$ cat config.mk
export PLATFORM = sky130hd
export DESIGN_NAME = lum_link_monitor
export DESIGN_NICKNAME = d
export VERILOG_FILES = /design/src/rtl/lum_pkg.sv /design/src/rtl/lum_tick_timer.sv /design/src/rtl/lum_poll_budget.sv /design/src/rtl/lum_phy_port.sv /design/src/rtl/lum_link_monitor.sv
export SDC_FILE = /design/constraint.sdc
export NUM_CORES = 1
export LEC_CHECK = 0
export BUFFER_PORTS_ARGS = -buffer_cell sky130_fd_sc_hd__buf_4
export CAP_MARGIN = 20
export CORE_ASPECT_RATIO = 1.1
export CORE_UTILIZATION = 52
export CTS_CLUSTER_DIAMETER = 150
export DETAILED_ROUTE_END_ITERATION = 8
export MAX_ROUTING_LAYER = met4
export PLACE_DENSITY = 0.87
export SYNTH_ARGS = -nofsm -noshare
export SYNTH_HDL_FRONTEND = slang
export SYNTH_SLANG_ARGS = --single-unit
$ cat constraint.sdc
create_clock -name clk -period 3.75 [get_ports clk]
set_input_delay 0.5625 -clock clk [delete_from_list [all_inputs] [get_ports clk]]
set_output_delay 0.5625 -clock clk [all_outputs]
set_load 0.005 [all_outputs]
$ cat src/rtl/lum_pkg.sv
package lum_pkg;

    localparam logic [15:0] RXSTAT_ADDR = 16'h100D;
    localparam logic [15:0] RXOVR_ADDR  = 16'h1005;
    localparam logic [15:0] OVR_MASK    = 16'h0028;   // bit 5 data enable, bit 3 PLL enable
    localparam logic [5:0]  STALL_STATE = 6'h0D;
    localparam int          UP_BIT      = 4;
    localparam int          TRAIN_BIT   = 29;

    typedef enum logic [3:0] {
        S_IDLE, S_CHECK, S_RXV_ISS, S_RXV_WAIT,
        S_SRD_ISS, S_SRD_WAIT, S_SWR_ISS, S_SWR_WAIT,
        S_HOLD, S_CRD_ISS, S_CRD_WAIT, S_CWR_ISS, S_CWR_WAIT,
        S_COUNT, S_WAIT, S_DONE
    } mon_state_t;

    typedef struct packed {
        logic        we;
        logic [15:0] addr;
        logic [15:0] wdata;
    } phy_cmd_t;

    function automatic logic link_is_up(input logic [31:0] d1);
        return d1[UP_BIT] && !d1[TRAIN_BIT];
    endfunction

    function automatic logic stall_seen(input logic [31:0] d0, input logic rx_valid);
        return (d0[5:0] == STALL_STATE) && !rx_valid;
    endfunction

    function automatic phy_cmd_t mk_read(input logic [15:0] a);
        phy_cmd_t c;
        c.we    = 1'b0;
        c.addr  = a;
        c.wdata = '0;
        return c;
    endfunction

    function automatic phy_cmd_t mk_write(input logic [15:0] a, input logic [15:0] d);
        phy_cmd_t c;
        c.we    = 1'b1;
        c.addr  = a;
        c.wdata = d;
        return c;
    endfunction

endpackage

$ cat src/rtl/lum_tick_timer.sv
module lum_tick_timer #(
    parameter int WIDTH = 12
) (
    input  logic             clk,
    input  logic             rst,
    input  logic             load,
    input  logic [WIDTH-1:0] load_val,
    input  logic             tick,
    output logic             expired
);
    logic [WIDTH-1:0] cnt_q;

    always_ff @(posedge clk) begin
        if (rst) begin
            cnt_q <= '0;
        end else if (load) begin
            cnt_q <= load_val;
        end else if (tick && cnt_q != '0) begin
            cnt_q <= cnt_q - 1'b1;
        end
    end

    assign expired = (cnt_q == '0);
endmodule

$ cat src/rtl/lum_poll_budget.sv
module lum_poll_budget #(
    parameter int LIMIT = 4000
) (
    input  logic clk,
    input  logic rst,
    input  logic clr,
    input  logic inc,
    output logic last
);
    localparam int CW = $clog2(LIMIT + 1);
    localparam logic [CW-1:0] LAST_VAL = CW'(LIMIT - 1);

    logic [CW-1:0] used_q;

    always_ff @(posedge clk) begin
        if (rst || clr) begin
            used_q <= '0;
        end else if (inc) begin
            used_q <= used_q + 1'b1;
        end
    end

    // this poll is the final one the budget allows
    assign last = (used_q == LAST_VAL);
endmodule

$ cat src/rtl/lum_phy_port.sv
module lum_phy_port
    import lum_pkg::*;
(
    input  logic        clk,
    input  logic        rst,
    input  logic        issue,
    input  phy_cmd_t    cmd,
    input  logic        ack,
    input  logic [15:0] rdata,
    output logic        req,
    output phy_cmd_t    cmd_q,
    output logic        done,
    output logic [15:0] rd_q
);
    logic req_q;

    always_ff @(posedge clk) begin
        if (rst) begin
            req_q <= 1'b0;
            cmd_q <= '0;
            rd_q  <= '0;
        end else begin
            if (issue) begin
                req_q <= 1'b1;
                cmd_q <= cmd;
            end else if (req_q && ack) begin
                req_q <= 1'b0;
            end
            if (req_q && ack) begin
                rd_q <= rdata;
            end
        end
    end

    assign req  = req_q;
    assign done = req_q && ack;
endmodule

$ cat src/rtl/lum_link_monitor.sv
module lum_link_monitor
    import lum_pkg::*;
#(
    parameter int POLL_TICKS = 10,
    parameter int HOLD_TICKS = 3000,
    parameter int POLL_LIMIT = 4000
) (
    input  logic        clk,
    input  logic        rst,
    input  logic        start,
    input  logic        tick,
    input  logic [31:0] dbg0,
    input  logic [31:0] dbg1,
    output logic        phy_req,
    output logic        phy_we,
    output logic [15:0] phy_addr,
    output logic [15:0] phy_wdata,
    input  logic        phy_ack,
    input  logic [15:0] phy_rdata,
    output logic        link_up,
    output logic        link_fail
);
    localparam int TMR_MAX = (HOLD_TICKS > POLL_TICKS) ? HOLD_TICKS : POLL_TICKS;
    localparam int TMR_W   = $clog2(TMR_MAX + 1);
    localparam logic [TMR_W-1:0] POLL_LOAD = TMR_W'(POLL_TICKS);
    localparam logic [TMR_W-1:0] HOLD_LOAD = TMR_W'(HOLD_TICKS);

    mon_state_t       st_q, st_d;
    logic             issue;
    phy_cmd_t         cmd, cmd_q;
    logic             done;
    logic [15:0]      rd_q;
    logic             tmr_load, tmr_exp;
    logic [TMR_W-1:0] tmr_val;
    logic             bud_clr, bud_inc, bud_last;
    logic             set_up, set_fail, clr_flags;
    logic             up_q, fail_q;

    lum_tick_timer #(.WIDTH(TMR_W)) tmr_i (
        .clk(clk), .rst(rst), .load(tmr_load), .load_val(tmr_val),
        .tick(tick), .expired(tmr_exp)
    );

    lum_poll_budget #(.LIMIT(POLL_LIMIT)) bud_i (
        .clk(clk), .rst(rst), .clr(bud_clr), .inc(bud_inc), .last(bud_last)
    );

    lum_phy_port port_i (
        .clk(clk), .rst(rst), .issue(issue), .cmd(cmd), .ack(phy_ack),
        .rdata(phy_rdata), .req(phy_req), .cmd_q(cmd_q), .done(done), .rd_q(rd_q)
    );

    always_comb begin
        st_d      = st_q;
        issue     = 1'b0;
        cmd       = '0;
        tmr_load  = 1'b0;
        tmr_val   = '0;
        bud_clr   = 1'b0;
        bud_inc   = 1'b0;
        set_up    = 1'b0;
        set_fail  = 1'b0;
        clr_flags = 1'b0;
        unique case (st_q)
            S_IDLE, S_DONE: begin
                if (start) begin
                    clr_flags = 1'b1;
                    bud_clr   = 1'b1;
                    st_d      = S_CHECK;
                end
            end
            S_CHECK: begin
                if (link_is_up(dbg1)) begin
                    set_up = 1'b1;
                    st_d   = S_DONE;
                end else begin
                    st_d = S_RXV_ISS;
                end
            end
            S_RXV_ISS: begin
                issue = 1'b1;
                cmd   = mk_read(RXSTAT_ADDR);
                st_d  = S_RXV_WAIT;
            end
            S_RXV_WAIT: begin
                if (done) begin
                    st_d = stall_seen(dbg0, phy_rdata[0]) ? S_SRD_ISS : S_COUNT;
                end
            end
            S_SRD_ISS: begin
                issue = 1'b1;
                cmd   = mk_read(RXOVR_ADDR);
                st_d  = S_SRD_WAIT;
            end
            S_SRD_WAIT: if (done) st_d = S_SWR_ISS;
            S_SWR_ISS: begin
                issue = 1'b1;
                cmd   = mk_write(RXOVR_ADDR, rd_q | OVR_MASK);
                st_d  = S_SWR_WAIT;
            end
            S_SWR_WAIT: begin
                if (done) begin
                    tmr_load = 1'b1;
                    tmr_val  = HOLD_LOAD;
                    st_d     = S_HOLD;
                end
            end
            S_HOLD: if (tmr_exp) st_d = S_CRD_ISS;
            S_CRD_ISS: begin
                issue = 1'b1;
                cmd   = mk_read(RXOVR_ADDR);
                st_d  = S_CRD_WAIT;
            end
            S_CRD_WAIT: if (done) st_d = S_CWR_ISS;
            S_CWR_ISS: begin
                issue = 1'b1;
                cmd   = mk_write(RXOVR_ADDR, rd_q & ~OVR_MASK);
                st_d  = S_CWR_WAIT;
            end
            S_CWR_WAIT: if (done) st_d = S_COUNT;
            S_COUNT: begin
                if (bud_last) begin
                    set_fail = 1'b1;
                    st_d     = S_DONE;
                end else begin
                    bud_inc  = 1'b1;
                    tmr_load = 1'b1;
                    tmr_val  = POLL_LOAD;
                    st_d     = S_WAIT;
                end
            end
            S_WAIT: if (tmr_exp) st_d = S_CHECK;
            default: st_d = S_IDLE;
        endcase
    end

    always_ff @(posedge clk) begin
        if (rst) begin
            st_q   <= S_IDLE;
            up_q   <= 1'b0;
            fail_q <= 1'b0;
        end else begin
            st_q <= st_d;
            if (clr_flags) begin
                up_q   <= 1'b0;
                fail_q <= 1'b0;
            end else begin
                if (set_up)   up_q   <= 1'b1;
                if (set_fail) fail_q <= 1'b1;
            end
        end
    end

    assign phy_we    = cmd_q.we;
    assign phy_addr  = cmd_q.addr;
    assign phy_wdata = cmd_q.wdata;
    assign link_up   = up_q;
    assign link_fail = fail_q;
endmodule

### Word-level counts from Yosys, hierarchy flattened

Cells that the tools add are included.

* bits in registers: 80
* input port bits: 85
* output and inout bits: 36
* logic and storage cells: 85

* add/sub/neg operators: 2
* equal/unequal tests: 25
* multiplexer cells: 31
* reductions and logical operators: 17

Operators with widths (number)
* one-hot mux 33 bit (4 select lines): 1
* one-hot mux 4 bit (15 select lines): 1
* two-way mux 4 bit: 11
* two-way mux 12 bit: 3
* == test 4 bit, second input constant: 8
* one-hot mux 12 bit (2 select lines): 1
* == test 4 x 3 -> 1 bit, second input constant: 4
* inequality test 2 bit, second input constant: 8
* two-way mux 1 bit: 13
* adder 12 x 1 -> 12 bit, second input constant: 1
* == test 12 bit, second input constant: 1
* zero test 12 bit: 1
* nonzero test 12 bit: 1
* subtractor 12 x 1 -> 12 bit, second input constant: 1
* == test 4 x 2 -> 1 bit, second input constant: 2
* AND reduction 8 bit: 1
* == test 6 x 4 -> 1 bit, second input constant: 1
* OR reduction 2 bit: 3
* OR reduction 5 bit: 1
* == test 4 x 1 -> 1 bit, second input constant: 1
* logical AND 1 bit: 4
* zero test 4 bit: 1
* nonzero test 2 bit: 2
* zero test 1 bit: 2
* other kinds (2): 2

### Depth between registers and ports, before layout

* depth in word-level cells: 5
* mapped depth: 7
* gate-level depth less buffers: 7

### By module

Synthesis repeated with hierarchy kept, for this count alone.

* cells, all modules: 429
* area total of the unflattened synthesis: 3936.3 sq um

Modules (own cells, without submodules)
* lum_phy_port: instances 1, cells an instance 186, area an instance 1998.2 sq um, sequential area each 1001.0 sq um
* lum_tick_timer: instances 1, cells an instance 90, area an instance 753.2 sq um, sequential area each 240.2 sq um
* lum_link_monitor: instances 1, cells an instance 90, area an instance 624.3 sq um, sequential area each 120.1 sq um
* lum_poll_budget: instances 1, cells an instance 63, area an instance 560.5 sq um, sequential area each 240.2 sq um

### Worst setup path before layout

OpenSTA, ideal clock, no wires.

* path type: input to register
* start point: input port phy_ack
* end point: register st_q[2]
* library setup time: 0.123 ns
* arrival time: 1.664 ns
* data required time: 3.627 ns
* setup slack: 1.963 ns
* stages on the path: 6
* buffers on the path: 1
* cells stage by stage: nand2_1 > clkbuf_1 > a2bb2oi_1 > o211a_1 > o21ai_2 > mux2_1

* cells in the longest elaborated chain, start to end: 3
* elaborated cells on any way between the ends: 7
* those cells by class: eq/ne: 5; reduce/logical: 2

RTL lines
* from (decl): RTL line lum_link_monitor.sv:18 `input logic phy_ack,`
* logical AND 1 bit *: RTL line lum_phy_port.sv:36 `assign done = req_q && ack;`
* inequality test 2 bit (no source line)
* AND reduction 8 bit (no source line) *
* to (signal assigned): RTL line lum_link_monitor.sv:143 `st_q <= st_d;`
* to (decl): RTL line lum_link_monitor.sv:28 `mon_state_t st_q, st_d;`

Mark *: on every way between the ends. The rest lies on a longest branch, timed or not.
A chain may end at the register's enable or synchronous reset.

### Final worst setup path

* start point: register st_q[2]
* end point: register bud_i.used_q[3]

* cells in the longest elaborated chain, start to end: 4
* elaborated cells on any way between the ends: 7
* those cells by class: eq/ne: 2; mux: 2; reduce/logical: 3

RTL lines
* == test 4 bit or zero test 4 bit (tied branches): RTL line lum_link_monitor.sv:64 `unique case (st_q)`
* OR reduction 2 bit: RTL line lum_link_monitor.sv:64
* two-way mux 1 bit: RTL line lum_link_monitor.sv:64
* logical OR 1 bit: RTL line lum_poll_budget.sv:16 `if (rst || clr) begin`
* to (signal assigned): RTL line lum_poll_budget.sv:19 `used_q <= used_q + 1'b1;`
* to (decl): RTL line lum_poll_budget.sv:13 `logic [CW-1:0] used_q;`

Parallel ways exist; a longest one is shown, timed or not.

==> flow_summary_export.csv <==
group,metric,value,unit
outcome,status,"complete, no violations",
detailed_routing,drt-initial-drc-count,133,
setup_path,crit_chain,"nand4b_1 -> a41oi_1 -> buf_4 -> nand4_1 -> xor2_1 -> nor2_1",
power,p_comb_share,34.6,%
clock_network,cts.sink_count,63,
sta,tightest_slew,860,ps
clock_network,clkLatencyLatePin,340,ps
power,power.density,689,nW/um2
sta,slew_headroom,42.6,%
place,dpl.hpwl,4150,um
logic_synthesis,synth_edf_count,0,
place,gp_congestion,0.893,
sta,hold_ws,457,ps
finish,fillCellCount,429,
logic_synthesis,yosysSeqAreaShare,42.7,%
setup_path,cp.required,3960,ps
finish,seq_area,1260,um2
global_routing,grt_overflow,0,
setup_path,crit_fanout,16,
clock_network,cts-root-buf,"clkbuf_8",
sta,rsz0062_at_grt,"no",
detailed_routing,met2_length,3130,um
die,dieWidth,73.9,um
power,seqPwrFrac,38.1,%
die,core-area,5430,um2
place,place_area,3270,um2
power,clockPowerShare,27.4,%
setup_path,worst_setup_path_start_kind,"flop",
die,die_h,81.1,um
logic_synthesis,syn_avg_cell_area,8.35,um2
detailed_routing,wl_per_cell,13.4,um
logic_synthesis,synthCells,354,
die,io_pins,121,
power,p_sw_share,35.9,%
global_routing,grt_max_degree,46,
power,p_leak,1.37,nW
detailed_routing,final_antenna_net_count,0,
min_path,hold_path_class,"reg2reg",
detailed_routing,met3_length,248,um
logic_synthesis,synthFlopType,"dfxtp_1",
setup_path,path_class,"reg2reg",
setup_path,crit_slowest_cell,"dfxtp_1",
sta,setup_viol,0,
logic_synthesis,synth_largest_area_cell,"dfxtp_1",
global_routing,grtUsageTotal,21.9,%
global_routing,grt_pass1_wl,9670,um
finish,drive_above_1_share,20.4,%
clock_network,cts_setup_buffers,0,
die,start_util,54.4,%
sta,period_share,53.4,%
clock_network,cts_buffers,9,
clock_network,clk_path_buf_depth,2,
detailed_routing,route.detailed.drc,0,
detailed_routing,wl,6350,um
finish,mostFrequentLayoutCell,"dfxtp_1",
detailed_routing,num_vias,2584,
setup_path,critPathCaptureType,"flop",
clock_network,clkTransAtPathRegs,70,ps
detailed_routing,first_pass_iters,4,
power,p_int,1.54,mW
sta,drv_slew,0,
sta,tns,0,ps
sta,max_freq,499,MHz
clock_network,holdBufCountCts,0,
place,port_buffers,50,
logic_synthesis,async_reset_ff_share,0,%
finish,nNetsFinal,481,
detailed_routing,wl_met1,2850,um
detailed_routing,highest_layer,"met4",
logic_synthesis,synth_cell_types,59,
sta,skew,10.3,ps
power,ir_worst_vdd,0.524,mV
run,drv_cap,0,
global_routing,antenna_found_initial,0,
clock_network,cts_tree,"built",
logic_synthesis,synthTopCellsByArea,"dfxtp_1 (43%), nor2_1 (6.6%), nand2_1 (5.7%)",
power,p_switching,866,uW
logic_synthesis,synth_seq_cells,63,
setup_path,arrival,2210,ps
sta,min_period,2000,ps
finish,area_delta_synth_final,18.4,%
logic_synthesis,synth_top_area_share,42.7,%
finish,multi_input_area,1510,um2
clock_network,htree_levels,3,
clock_network,post_cts_resized,0,
logic_synthesis,syn-cell-area,2960,um2
finish,n_antenna_cell,0,
sta,hold_viol_final,0,
finish,final_cell_mix,"dfxtp_1 (63), nor2_1 (52), buf_4 (51)",
finish,stdcell_area,3500,um2
detailed_routing,viasPerCell,5.46,
logic_synthesis,ys_warn_count,0,
die,num_rows,28,
die,dieArea,5990,um2
setup_path,max_stage_delay,630,ps
global_routing,grt_pass1_vias,2221,
==> worst paths after layout <==
kind / startpoint / endpoint / slack, ps / cells after the start
setup / recovery: st_q[2] / bud_i.used_q[3] / 1750 / 6
setup reg to reg: st_q[2] / bud_i.used_q[3] / 1750 / 6
hold / removal: port_i.rd_q[15] / port_i.rd_q[15] / 460 / 2
hold reg to reg: port_i.rd_q[15] / port_i.rd_q[15] / 460 / 2
==> final cells by class <==
| class | instances | area share [%] |
|---|---|---|
| Multi-Input combinational cell | 260 | 43.1 |
| Sequential cell | 63 | 36.0 |
| Timing Repair Buffer | 51 | 10.9 |
| Clock buffer | 11 | 4.04 |
| Tap cell | 75 | 2.68 |
| Clock inverter | 5 | 2.32 |
| Inverter | 8 | 0.858 |
==> power by group through the flow <==
| stage | combinational (mW) | clock (mW) | sequential (mW) |
|---|---|---|---|
| 2_1_floorplan | 0.708 | 0 | 0.874 |
| 3_3_place_gp | 0.798 | 0 | 0.919 |
| 3_5_place_dp | 0.827 | 0 | 0.927 |
| 4_1_cts | 0.833 | 0.662 | 0.914 |
| 5_1_grt | 0.922 | 0.691 | 0.931 |
| 6_report | 0.833 | 0.660 | 0.918 |
==> synthesized netlist by cell type, drive strengths merged, types with 2 or more instances <==
library cell	instances
o21ai	7
a21oi	27
nor3	6
xnor2	5
clkbuf	9
nor2	52
o211ai	4
a31o	2
nand2	45
nor3b	3
nand3	8
and4	2
nand4	6
a22oi	15
mux2i	4
inv	8
nand2b	5
buf	25
o21a	2
or2	2
a2111oi	2
nor2b	3
ha	3
nor4	4
a31oi	3
or3	5
xor2	12
and2	2
dfxtp	63
a211oi	2
a41oi	2
nand4b	2
==> sequential cells by signal, indices dropped and copies added (netlist names) <==
signal        flops
tmr_i.cnt_q      12
link_up           1
port_i.cmd_q     18
bud_i.used_q     12
link_fail         1
st_q              4
port_i.rd_q      14
port_i.req        1
==> critical path, delay by kind of cell (launching register included) <==
family	cells	cell delay, ps
simple gates	3	430
xor+xnor	1	160
flops	1	630
buf+inv	1	260
compound gates	1	390
==> metrics by stage <==
stage / instances / utilization (%) / setup slack, ps / power [mW]
2_1_floorplan: 365 / - / 1960 / 1.58
3_3_place_gp: 456 / 60.2 / 1440 / 1.72
3_5_place_dp: 456 / 60.2 / 1380 / 1.75
4_1_cts: 472 / 64.3 / 1350 / 2.41
5_1_grt: 473 / 64.4 / 1620 / 2.54
6_report: 473 / 64.4 / 1750 / 2.41
==> layer usage <==
metal	up-vias	GRT usage (%)
met1	1213	26.0
li1	1282	-
met3	15	4.59
met5	-	-
met2	74	35.7
met4	0	9.62
==> cells by family (layout without fill, tap and decap cells) <==
group | after synthesis | in the layout | synth area share (%)
AND/OR/NAND/NOR | 150 | 150 | 25.0
flip-flops | 63 | 63 | 42.7
multiplexers | 5 | 5 | 1.74
other | 1 | 12 | 0.127
adder cells (fa/ha/maj) | 3 | 3 | 1.27
buffers and inverters | 42 | 75 | 7.70
XOR/XNOR | 17 | 17 | 5.04
AO/OA/AOI/OAI | 73 | 73 | 16.5
No activity file was read; power rests on OpenSTA's default activity.
